## src/rtl/ifu_pkg.sv

```systemverilog
package ifu_pkg;
  localparam int WORD_BYTES = 4;
  localparam int WORD_W     = 8 * WORD_BYTES;
  localparam int LANE_W     = $clog2(WORD_BYTES);
  typedef logic [7:0] qbyte_t;
endpackage

```

## src/rtl/ifu_fetch_ctl.sv

```systemverilog
module ifu_fetch_ctl
  import ifu_pkg::*;
#(
  parameter int              ADDR_W   = 32,
  parameter int              QBYTES   = 8,
  parameter int              CNT_W    = 4,
  parameter logic [ADDR_W-1:0] RESET_PC = '0
) (
  input  logic              clk,
  input  logic              rst_n,
  input  logic              pc_load,
  input  logic [ADDR_W-1:0] pc_value,
  input  logic [CNT_W-1:0]  occ,
  input  logic              mem_ack,
  output logic              mem_req,
  output logic [ADDR_W-1:0] mem_addr,
  output logic              accept,
  output logic [LANE_W-1:0] skip
);
  localparam logic [CNT_W-1:0]  FETCH_LIMIT = CNT_W'(QBYTES - WORD_BYTES);
  localparam logic [ADDR_W-1:0] WORD_STEP   = ADDR_W'(WORD_BYTES);

  logic [ADDR_W-1:0] addr_q, addr_n;
  logic [LANE_W-1:0] skip_q, skip_n;
  logic              pend_q, pend_n;
  logic              stale_q, stale_n;

  assign mem_req  = !pend_q && !pc_load && (occ <= FETCH_LIMIT);
  assign mem_addr = addr_q;
  assign accept   = mem_ack && pend_q && !stale_q && !pc_load;
  assign skip     = skip_q;

  always_comb begin
    addr_n  = addr_q;
    skip_n  = skip_q;
    pend_n  = pend_q;
    stale_n = stale_q;
    if (pc_load) begin
      addr_n  = {pc_value[ADDR_W-1:LANE_W], {LANE_W{1'b0}}};
      skip_n  = pc_value[LANE_W-1:0];
      pend_n  = pend_q && !mem_ack;
      stale_n = pend_q && !mem_ack;
    end else begin
      if (mem_ack) begin
        pend_n  = 1'b0;
        stale_n = 1'b0;
      end
      if (accept) skip_n = '0;
      if (mem_req) begin
        pend_n = 1'b1;
        addr_n = addr_q + WORD_STEP;
      end
    end
  end

  always_ff @(posedge clk or negedge rst_n) begin
    if (!rst_n) begin
      addr_q  <= {RESET_PC[ADDR_W-1:LANE_W], {LANE_W{1'b0}}};
      skip_q  <= RESET_PC[LANE_W-1:0];
      pend_q  <= 1'b0;
      stale_q <= 1'b0;
    end else begin
      addr_q  <= addr_n;
      skip_q  <= skip_n;
      pend_q  <= pend_n;
      stale_q <= stale_n;
    end
  end
endmodule

```

## src/rtl/ifu_byte_q.sv

```systemverilog
module ifu_byte_q
  import ifu_pkg::*;
#(
  parameter int QBYTES = 8,
  parameter int CNT_W  = 4
) (
  input  logic              clk,
  input  logic              rst_n,
  input  logic              flush,
  input  logic [1:0]        take_cnt,
  input  logic              app_en,
  input  logic [WORD_W-1:0] app_word,
  input  logic [LANE_W-1:0] app_skip,
  output qbyte_t            head0,
  output qbyte_t            head1,
  output logic [CNT_W-1:0]  occ
);
  qbyte_t           q_r [QBYTES];
  qbyte_t           q_n [QBYTES];
  logic [CNT_W-1:0] occ_q, occ_n, occ_sh;
  logic             q_en;

  assign q_en  = app_en || (take_cnt != 2'd0);
  assign head0 = q_r[0];
  assign head1 = q_r[1];
  assign occ   = occ_q;

  always_comb begin
    occ_sh = occ_q - CNT_W'(take_cnt);
    for (int i = 0; i < QBYTES; i++) begin
      q_n[i] = q_r[i];
      case (take_cnt)
        2'd1: q_n[i] = (i + 1 < QBYTES) ? q_r[(i + 1) % QBYTES] : '0;
        2'd2: q_n[i] = (i + 2 < QBYTES) ? q_r[(i + 2) % QBYTES] : '0;
        default: ;
      endcase
    end
    if (app_en) begin
      for (int i = 0; i < QBYTES; i++) begin
        for (int j = 0; j < WORD_BYTES; j++) begin
          if ((j >= int'(app_skip)) &&
              (i == int'(occ_sh) + j - int'(app_skip)))
            q_n[i] = app_word[8*j +: 8];
        end
      end
    end
    if (flush)       occ_n = '0;
    else if (app_en) occ_n = occ_sh + CNT_W'(WORD_BYTES) - CNT_W'(app_skip);
    else             occ_n = occ_sh;
  end

  always_ff @(posedge clk or negedge rst_n) begin
    if (!rst_n) occ_q <= '0;
    else        occ_q <= occ_n;
  end

  always_ff @(posedge clk) begin
    if (q_en) begin
      for (int i = 0; i < QBYTES; i++) q_r[i] <= q_n[i];
    end
  end
endmodule

```

## src/rtl/ifu_view_ext.sv

```systemverilog
module ifu_view_ext
  import ifu_pkg::*;
#(
  parameter int OUT_W = 32
) (
  input  qbyte_t           head0,
  input  qbyte_t           head1,
  output logic [OUT_W-1:0] one_sext,
  output logic [OUT_W-1:0] one_zext,
  output logic [OUT_W-1:0] pair_sext,
  output logic [OUT_W-1:0] pair_zext
);
  logic [15:0] pair;
  assign pair      = {head0, head1};
  assign one_sext  = {{(OUT_W-8){head0[7]}}, head0};
  assign one_zext  = {{(OUT_W-8){1'b0}}, head0};
  assign pair_sext = {{(OUT_W-16){pair[15]}}, pair};
  assign pair_zext = {{(OUT_W-16){1'b0}}, pair};
endmodule

```

## src/rtl/ifu_byte_queue.sv

```systemverilog
module ifu_byte_queue
  import ifu_pkg::*;
#(
  parameter int                ADDR_W   = 32,
  parameter int                QBYTES   = 8,
  parameter logic [ADDR_W-1:0] RESET_PC = 32'h0000_0040
) (
  input  logic              clk,
  input  logic              rst_n,
  input  logic              pc_load,
  input  logic [ADDR_W-1:0] pc_value,
  input  logic              take_one,
  input  logic              take_two,
  output logic              mem_req,
  output logic [ADDR_W-1:0] mem_addr,
  input  logic              mem_ack,
  input  logic [31:0]       mem_rdata,
  output logic [31:0]       one_sext,
  output logic [31:0]       one_zext,
  output logic [31:0]       pair_sext,
  output logic [31:0]       pair_zext,
  output logic              one_valid,
  output logic              pair_valid
);
  localparam int CNT_W = $clog2(QBYTES + 1);

  logic [CNT_W-1:0]  occ;
  logic [1:0]        take_cnt;
  logic              accept;
  logic [LANE_W-1:0] skip;
  qbyte_t            head0, head1;

  assign one_valid  = (occ >= CNT_W'(1));
  assign pair_valid = (occ >= CNT_W'(2));

  always_comb begin
    take_cnt = 2'd0;
    if (!pc_load) begin
      if (take_two && pair_valid)     take_cnt = 2'd2;
      else if (take_one && one_valid) take_cnt = 2'd1;
    end
  end

  ifu_fetch_ctl #(
    .ADDR_W(ADDR_W), .QBYTES(QBYTES), .CNT_W(CNT_W), .RESET_PC(RESET_PC)
  ) u_fetch (
    .clk(clk), .rst_n(rst_n), .pc_load(pc_load), .pc_value(pc_value),
    .occ(occ), .mem_ack(mem_ack), .mem_req(mem_req), .mem_addr(mem_addr),
    .accept(accept), .skip(skip)
  );

  ifu_byte_q #(.QBYTES(QBYTES), .CNT_W(CNT_W)) u_q (
    .clk(clk), .rst_n(rst_n), .flush(pc_load), .take_cnt(take_cnt),
    .app_en(accept), .app_word(mem_rdata), .app_skip(skip),
    .head0(head0), .head1(head1), .occ(occ)
  );

  ifu_view_ext #(.OUT_W(32)) u_ext (
    .head0(head0), .head1(head1),
    .one_sext(one_sext), .one_zext(one_zext),
    .pair_sext(pair_sext), .pair_zext(pair_zext)
  );
endmodule

```

## config.mk

```make
export PLATFORM = sky130hd
export DESIGN_NAME = ifu_byte_queue
export DESIGN_NICKNAME = d
export VERILOG_FILES = /design/src/rtl/ifu_pkg.sv /design/src/rtl/ifu_fetch_ctl.sv /design/src/rtl/ifu_byte_q.sv /design/src/rtl/ifu_view_ext.sv /design/src/rtl/ifu_byte_queue.sv
export SDC_FILE = /design/constraint.sdc
export NUM_CORES = 1
export LEC_CHECK = 0
export BUFFER_PORTS_ARGS = -buffer_cell sky130_fd_sc_hd__clkbuf_2
export CELL_PAD_IN_SITES_DETAIL_PLACEMENT = 2
export CELL_PAD_IN_SITES_GLOBAL_PLACEMENT = 2
export CORE_ASPECT_RATIO = 1.4
export CORE_UTILIZATION = 25
export CTS_BUF_LIST = sky130_fd_sc_hd__clkbuf_8
export DETAILED_ROUTE_END_ITERATION = 7
export PLACE_DENSITY = 0.75
export SYNTH_ARGS = -nofsm -noshare
export SYNTH_HDL_FRONTEND = slang
export SYNTH_SLANG_ARGS = --single-unit
```

## constraint.sdc

```tcl
create_clock -name clk -period 9.91 [get_ports clk]
set_input_delay 1.982 -clock clk [delete_from_list [all_inputs] [get_ports clk]]
set_output_delay 1.982 -clock clk [all_outputs]
set_load 0.05 [all_outputs]
```

==> impl_results.md, run 1 <==
* Kind of critical path: input pin to flip-flop
* Outcome: completed
* Vias in the first global route at 11400
* Slew @ Worst Pin at 1.44 ns
* Starting DRT DRC Count at 868
* Synth Cell Area at 10800 um2
* WL per Instance at 25.9 um
* Core Region at 42300 um2
* Setup crit end kind: flip-flop
* Max-slew headroom at 3.63%
* Input/output buffers at 190
* Clock Path Buffers at 2
* Async set or reset register ratio after synthesis at 37.3%
* Vias at 11100
* Sum of negative setup slack at 0 ns
* Max FO, Critical Path at 57
* Post-CTS Hold Fix Bufs at 0
* Largest net degree at the start of global routing at 115
* Mapped Avg Cell Area at 8.19 um2
* Fill cell total of the finished layout at 4974
* CP Launch Type: input pin
* Critical Path, Cell by Cell: clkbuf_2 > buf_4 > nor2b_4 > inv_2 > buf_4 > ha_1 > nor2b_1 > nor3_4 > xnor3_1 > nor3b_1 > ha_1 > nand2_1 > a311o_1 > buf_4 > nor2_2 > a211oi_1 > o21ai_0
* Met2 WL post-DR at 23700 um
* Nets@finish at 1426
* DR top layer: met4
* Clock root buffer: clkbuf_8
* Area delta synth->final at 5.93%
* Worst Path Arrival at 7.35 ns
* Worst path slowest cell: a311o_1
* Final hold vios at 0
* I/O Pins at 233
* Tcrit/Tclk final at 72.4%
* Clock Sinks at 102
* Crit path max-delay family: buffers and inverters
* DRT Pass-1 Iters at 5
* Routed WL at 48900 um
* GR Util All Layers at 22.2%
* Worst path bufs/invs at 5
* Fin area at 11400 um2
* Yosys reg bits at 102
* Max Slew Vio Count at 0
* Synth unique cells at 81
* # rows at 89
* Post-route ant nets at 0
* First-pass GRT wire length at 73300 um
* Critical Path RT at 10.09 ns
* Num CTS Buffers at 9
* Sequential cell area fraction in the yosys report at 26.6%
* # Post-CTS Setup Buffers at 0
* Die height at 248 um
* Syn Inst Count at 1317
* Max Freq at 0.139 GHz
* Vias per Instance at 5.88
* RSZ-0062 raised after global routing: false
* Post-synth EDFFs at 64
* Worst-path clk slew at 0.12 ns
* Max-cap violations at 0
* Final setup fails at 0
* Initial antenna violation count at 1
* Clock Latency Late Sink at 0.45 ns
* Residual DRC at 0
* Worst min path class: flip-flop to flip-flop
* Commonest cells after routing, fill and taps aside: clkbuf_2 (190), nand2_1 (135), a22oi_1 (113)
* Die X-Extent at 178 um
* Fraction of layout cells with a size suffix above 1 at 20.2%
* Crit path time final at 7.18 ns
* Most Frequent Cell on Critical Path: buf_4
* Initial core utilization at 25.5%
* Routed met3 length at 2950 um
* Slowest stage delay, CP at 0.93 ns
* Gpl congestion at 0.904
* Clock Skews at 0.0180 ns
* Synth warn at 0
* Post-DP Area at 11200 um2
* HPWL Detailed at 34900 um
* Htree depth at 3
* Die ar. at 44000 um2
* Met1 WL at 18700 um
* Main synth FF type: edfxtp_1
* Most common cell after layout, fill and taps aside: clkbuf_2
* Post-CTS Resized at 0
* Gr ovfl total at 0
* CTS tree: done
-- worst reg2reg max path: stages, from the launching register on --
cell      delay (ns)
dfrtp_1         0.68
o31a_1          0.47
nor2b_4         0.16
inv_2           0.09
buf_4           0.57
ha_1            0.24
nor2b_1         0.71
nor3_4          0.11
xnor3_1         0.44
nor3b_1         0.23
ha_1            0.26
nand2_1         0.09
a311o_1         0.93
buf_4           0.47
nor2_2          0.17
a211oi_1        0.30
o21ai_0         0.14
-- metal layers --
| metal | global-route usage [%] | up-vias |
|---|---|---|
| met3 | 3.65 | 130 |
| met1 | 25.1 | 5612 |
| met2 | 37.8 | 479 |
| li1 | - | 4856 |
| met5 | 0 | - |
| met4 | 15.6 | 0 |
-- final cells by class --
cell class | count | area (um2) | share of cell area, %
flip-flops and latches | 102 | 2870 | 25.2
diodes | 2 | 5.00 | 0.0438
well taps | 546 | 683 | 5.98
repair buffers | 205 | 1060 | 9.31
inverters | 35 | 131 | 1.15
multi-input cells | 979 | 6460 | 56.5
clock buffers | 10 | 138 | 1.20
clock inverters | 6 | 72.6 | 0.635
-- flip-flops by register name, indices dropped and copies added (netlist names) --
register,count
u_fetch.skip,2
u_fetch.mem_addr,30
u_fetch.stale_q,1
u_q.q_r,64
u_q.occ,4
u_fetch.pend_q,1
-- stage by stage --
stage | std cells | util (%) | setup slack (ns) | hold WS [ns]
floorplan | 1358 | - | 3.13 | 0.526
global placement | 1867 | 26.5 | 2.46 | 0.511
detailed placement | 1867 | 26.5 | 2.29 | 0.530
CTS | 1883 | 27.0 | 2.78 | 0.549
global route | 1884 | 27.0 | 2.29 | 0.572
finish | 1885 | 27.0 | 2.73 | 0.533
-- path summary, 6_finish.rpt --
kind                                       from              endpoint  slack (ns)  cells past startpoint
max                                     pc_load         u_q.q_r[1][9]        2.73                     17
max in group asynchronous                 rst_n   u_fetch.mem_addr[6]        7.95                      2
min in group asynchronous                 rst_n  u_fetch.mem_addr[31]        1.58                      2
min reg2reg                u_fetch.mem_addr[31]  u_fetch.mem_addr[31]        0.53                      1
max reg2reg                          u_q.occ[2]         u_q.q_r[1][9]        3.59                     16
min                        u_fetch.mem_addr[31]  u_fetch.mem_addr[31]        0.53                      1
-- synthesized netlist by cell type, drive strengths merged (7+ instances only) --
| master | count | area (um2) |
|---|---|---|
| buf | 176 | 1250 |
| nand2 | 136 | 513 |
| o21ai | 125 | 629 |
| a22oi | 113 | 848 |
| clkbuf | 66 | 248 |
| edfxtp | 64 | 1920 |
| nor2 | 64 | 245 |
| a21oi | 53 | 288 |
| a211oi | 47 | 403 |
| mux2i | 45 | 450 |
| dfrtp | 37 | 926 |
| o311ai | 36 | 315 |
| inv | 34 | 128 |
| nor3 | 33 | 191 |
| o22ai | 27 | 169 |
| nand3 | 26 | 140 |
| o31ai | 25 | 198 |
| o211ai | 20 | 150 |
| ha | 19 | 238 |
| nor4 | 17 | 170 |
| a31oi | 14 | 93.8 |
| a221o | 12 | 120 |
| nand2b | 10 | 62.6 |
| and2 | 9 | 56.3 |
| o211a | 9 | 90.1 |
| and3 | 8 | 50.1 |
| nor3b | 7 | 52.6 |
| xnor2 | 7 | 80.1 |
-- cell families after synthesis --
kind of cell / after synthesis / synth area share, %
compound gates: 508 / 32.9
xor+xnor: 12 / 1.54
mux: 47 / 4.38
fa+ha+maj: 24 / 3.13
flops: 102 / 26.6
other cells: 1 / 0.0348
simple gates: 346 / 16.2
buf+inv: 277 / 15.1
Power of run 1 is not shown: default switching activity piles up to over one toggle a cycle in this logic, so the estimate is an artifact.
==> run 2: changes to the inputs <==
==> constraint.sdc (replaced) <==
create_clock -name clk -period 6.9 [get_ports clk]
set_input_delay 1.38 -clock clk [delete_from_list [all_inputs] [get_ports clk]]
set_output_delay 1.38 -clock clk [all_outputs]
set_load 0.05 [all_outputs]
==> impl_results.md, run 2 (synthesized netlist as in run 1, its figures left out) <==
* Sum of negative setup slack at 0 ns (unchanged)
* Largest net degree at the start of global routing at 69 (was 115)
* Clock Skews at 0.0136 ns (was 0.0180 ns)
* Starting DRT DRC Count at 784 (was 868)
* Most Frequent Cell on Critical Path: ha_1 (was buf_4)
* Crit path time final at 6.03 ns
* Post-CTS Hold Fix Bufs at 0 (unchanged)
* DRT Pass-1 Iters at 5 (unchanged)
* Clock root buffer: clkbuf_8 (unchanged)
* Input/output buffers at 190 (unchanged)
* Die X-Extent at 178 um (unchanged)
* First-pass GRT wire length at 73100 um (was 73300 um)
* Worst Path Arrival at 6.21 ns (was 7.35 ns)
* Critical Path, Cell by Cell: nor4_1 > nor4b_4 > ha_1 > inv_1 > fa_1 > xnor2_4 > ha_1 > xnor3_1 > nor3b_1 > ha_1 > nand2b_1 > nor2_1 > a31oi_2 > or2_0 > o211a_1 > o31ai_1 (was clkbuf_2 > buf_4 > nor2b_4 > inv_2 > buf_4 > ha_1 > nor2b_1 > nor3_4 > xnor3_1 > nor3b_1 > ha_1 > nand2_1 > a311o_1 > buf_4 > nor2_2 > a211oi_1 > o21ai_0)
* Initial core utilization at 25.5% (unchanged)
* Clock Latency Late Sink at 0.45 ns (about the same)
* Slowest stage delay, CP at 0.97 ns (was 0.93 ns)
* Max-cap violations at 0 (unchanged)
* Max FFs per register at 64 (unchanged)
* CP Launch Type: flip-flop (was input pin)
* Worst min path class: flip-flop to flip-flop (unchanged)
* Slew @ Worst Pin at 1.21 ns (was 1.44 ns)
* I/O Pins at 233 (unchanged)
* HPWL Detailed at 35200 um (was 34900 um)
* Max Slew Vio Count at 0 (unchanged)
* Final setup fails at 0 (unchanged)
* Critical Path RT at 7.08 ns (was 10.09 ns)
* GR Util All Layers at 22.2% (about the same)
* Core Region at 42300 um2 (unchanged)
* Htree depth at 3 (unchanged)
* Worst-path clk slew at 0.12 ns (about the same)
* Routed WL at 48900 um (about the same)
* Vias at 11200 (was 11100)
* Gr ovfl total at 0 (unchanged)
* Vias in the first global route at 11700 (was 11400)
* WL per Instance at 25.8 um (was 25.9 um)
* Crit path max-delay family: simple AND/OR/NAND/NOR gates (was buffers and inverters)
* Max FO, Critical Path at 17 (was 57)
* Nets@finish at 1435 (was 1426)
* Die height at 248 um (unchanged)
* Most common cell after layout, fill and taps aside: clkbuf_2 (unchanged)
* Worst path bufs/invs at 1 (was 5)
* Die ar. at 44000 um2 (unchanged)
* Clock Path Buffers at 2 (unchanged)
* Vias per Instance at 5.94 (was 5.88)
* CTS tree: done (unchanged)
* Fraction of layout cells with a size suffix above 1 at 20.7% (was 20.2%)
* RSZ-0062 raised after global routing: false (unchanged)
* Post-CTS Resized at 0 (unchanged)
* Area delta synth->final at 6.75% (was 5.93%)
* Max-slew headroom at 19.1% (was 3.63%)
* Gpl congestion at 0.906 (was 0.904)
* Post-route ant nets at 0 (unchanged)
* Commonest cells after routing, fill and taps aside: clkbuf_2 (190), nand2_1 (135), a22oi_1 (113) (unchanged)
* Tcrit/Tclk final at 87.4%
* # rows at 89 (unchanged)
* # Post-CTS Setup Buffers at 0 (unchanged)
* Largest Register: u_q.q_r (unchanged)
* Max Freq at 0.166 GHz
* Final hold vios at 0 (unchanged)
* Outcome: completed (unchanged)
* Residual DRC at 0 (unchanged)
* Kind of critical path: flip-flop to flip-flop (was input pin to flip-flop)
* Initial antenna violation count at 2 (was 1)
* Setup crit end kind: flip-flop (unchanged)
* Worst path slowest cell: or2_0 (was a311o_1)
* Num CTS Buffers at 9 (unchanged)
* Clock Sinks at 102 (unchanged)
[run 2: cell types whose count changed in the layout (fill, tap and decap cells not counted)]
| cell | delta |
|---|---|
| inv_8 | +2 |
| inv_12 | +1 |
| clkinv_4 | +2 |
| inv_6 | -3 |
| clkbuf_8 | -1 |
| clkinv_2 | -1 |
| buf_4 | +8 |
| diode_2 | -1 |
| buf_12 | +1 |
[run 2: cell type report]
cell class,instances,area [um2]
diodes,1,2.50
multi-input cells,979,6460
well taps,546,683
repair buffers,214,1140
fillers,4966,30800
flip-flops and latches,102,2870
clock buffers,9,124
clock inverters,7,97.6
inverters,35,131
[run 2: stage by stage]
step	hold WS [ns]	setup slack (ns)	util, %	instances	cell area, um2
6_report	0.533	0.870	27.2	1893	11500
5_1_grt	0.549	0.423	27.2	1893	11500
4_1_cts	0.537	0.905	27.2	1892	11500
3_5_place_dp	0.517	0.569	26.7	1876	11300
3_3_place_gp	0.506	0.807	26.7	1876	11300
2_1_floorplan	0.526	0.722	-	1358	10900
[run 2: final timing paths]
path / startpoint / to / slack, ns / cells past startpoint
min in group asynchronous: rst_n / u_fetch.mem_addr[31] / 1.10 / 1
setup / recovery: u_q.occ[2] / u_q.q_r[1][18] / 0.87 / 16
max in group asynchronous: rst_n / u_fetch.stale_q / 5.14 / 1
setup reg to reg: u_q.occ[2] / u_q.q_r[1][18] / 0.87 / 16
hold reg to reg: u_fetch.mem_addr[31] / u_fetch.mem_addr[31] / 0.53 / 1
hold / removal: u_fetch.mem_addr[31] / u_fetch.mem_addr[31] / 0.53 / 1
[run 2: routing by layer]
metal  wire length (um)  vias to the layer above  part of all wire, %  GRT usage [%]
met5                 13                        -                0.027              0
met3               2790                      162                  5.7           2.97
met2              23900                      541                   49           38.3
li1                   -                     4892                    -              -
met4               3340                        2                  6.8           15.6
met1              18800                     5651                   39           25.0
Power of run 2 is left out for the same reason.
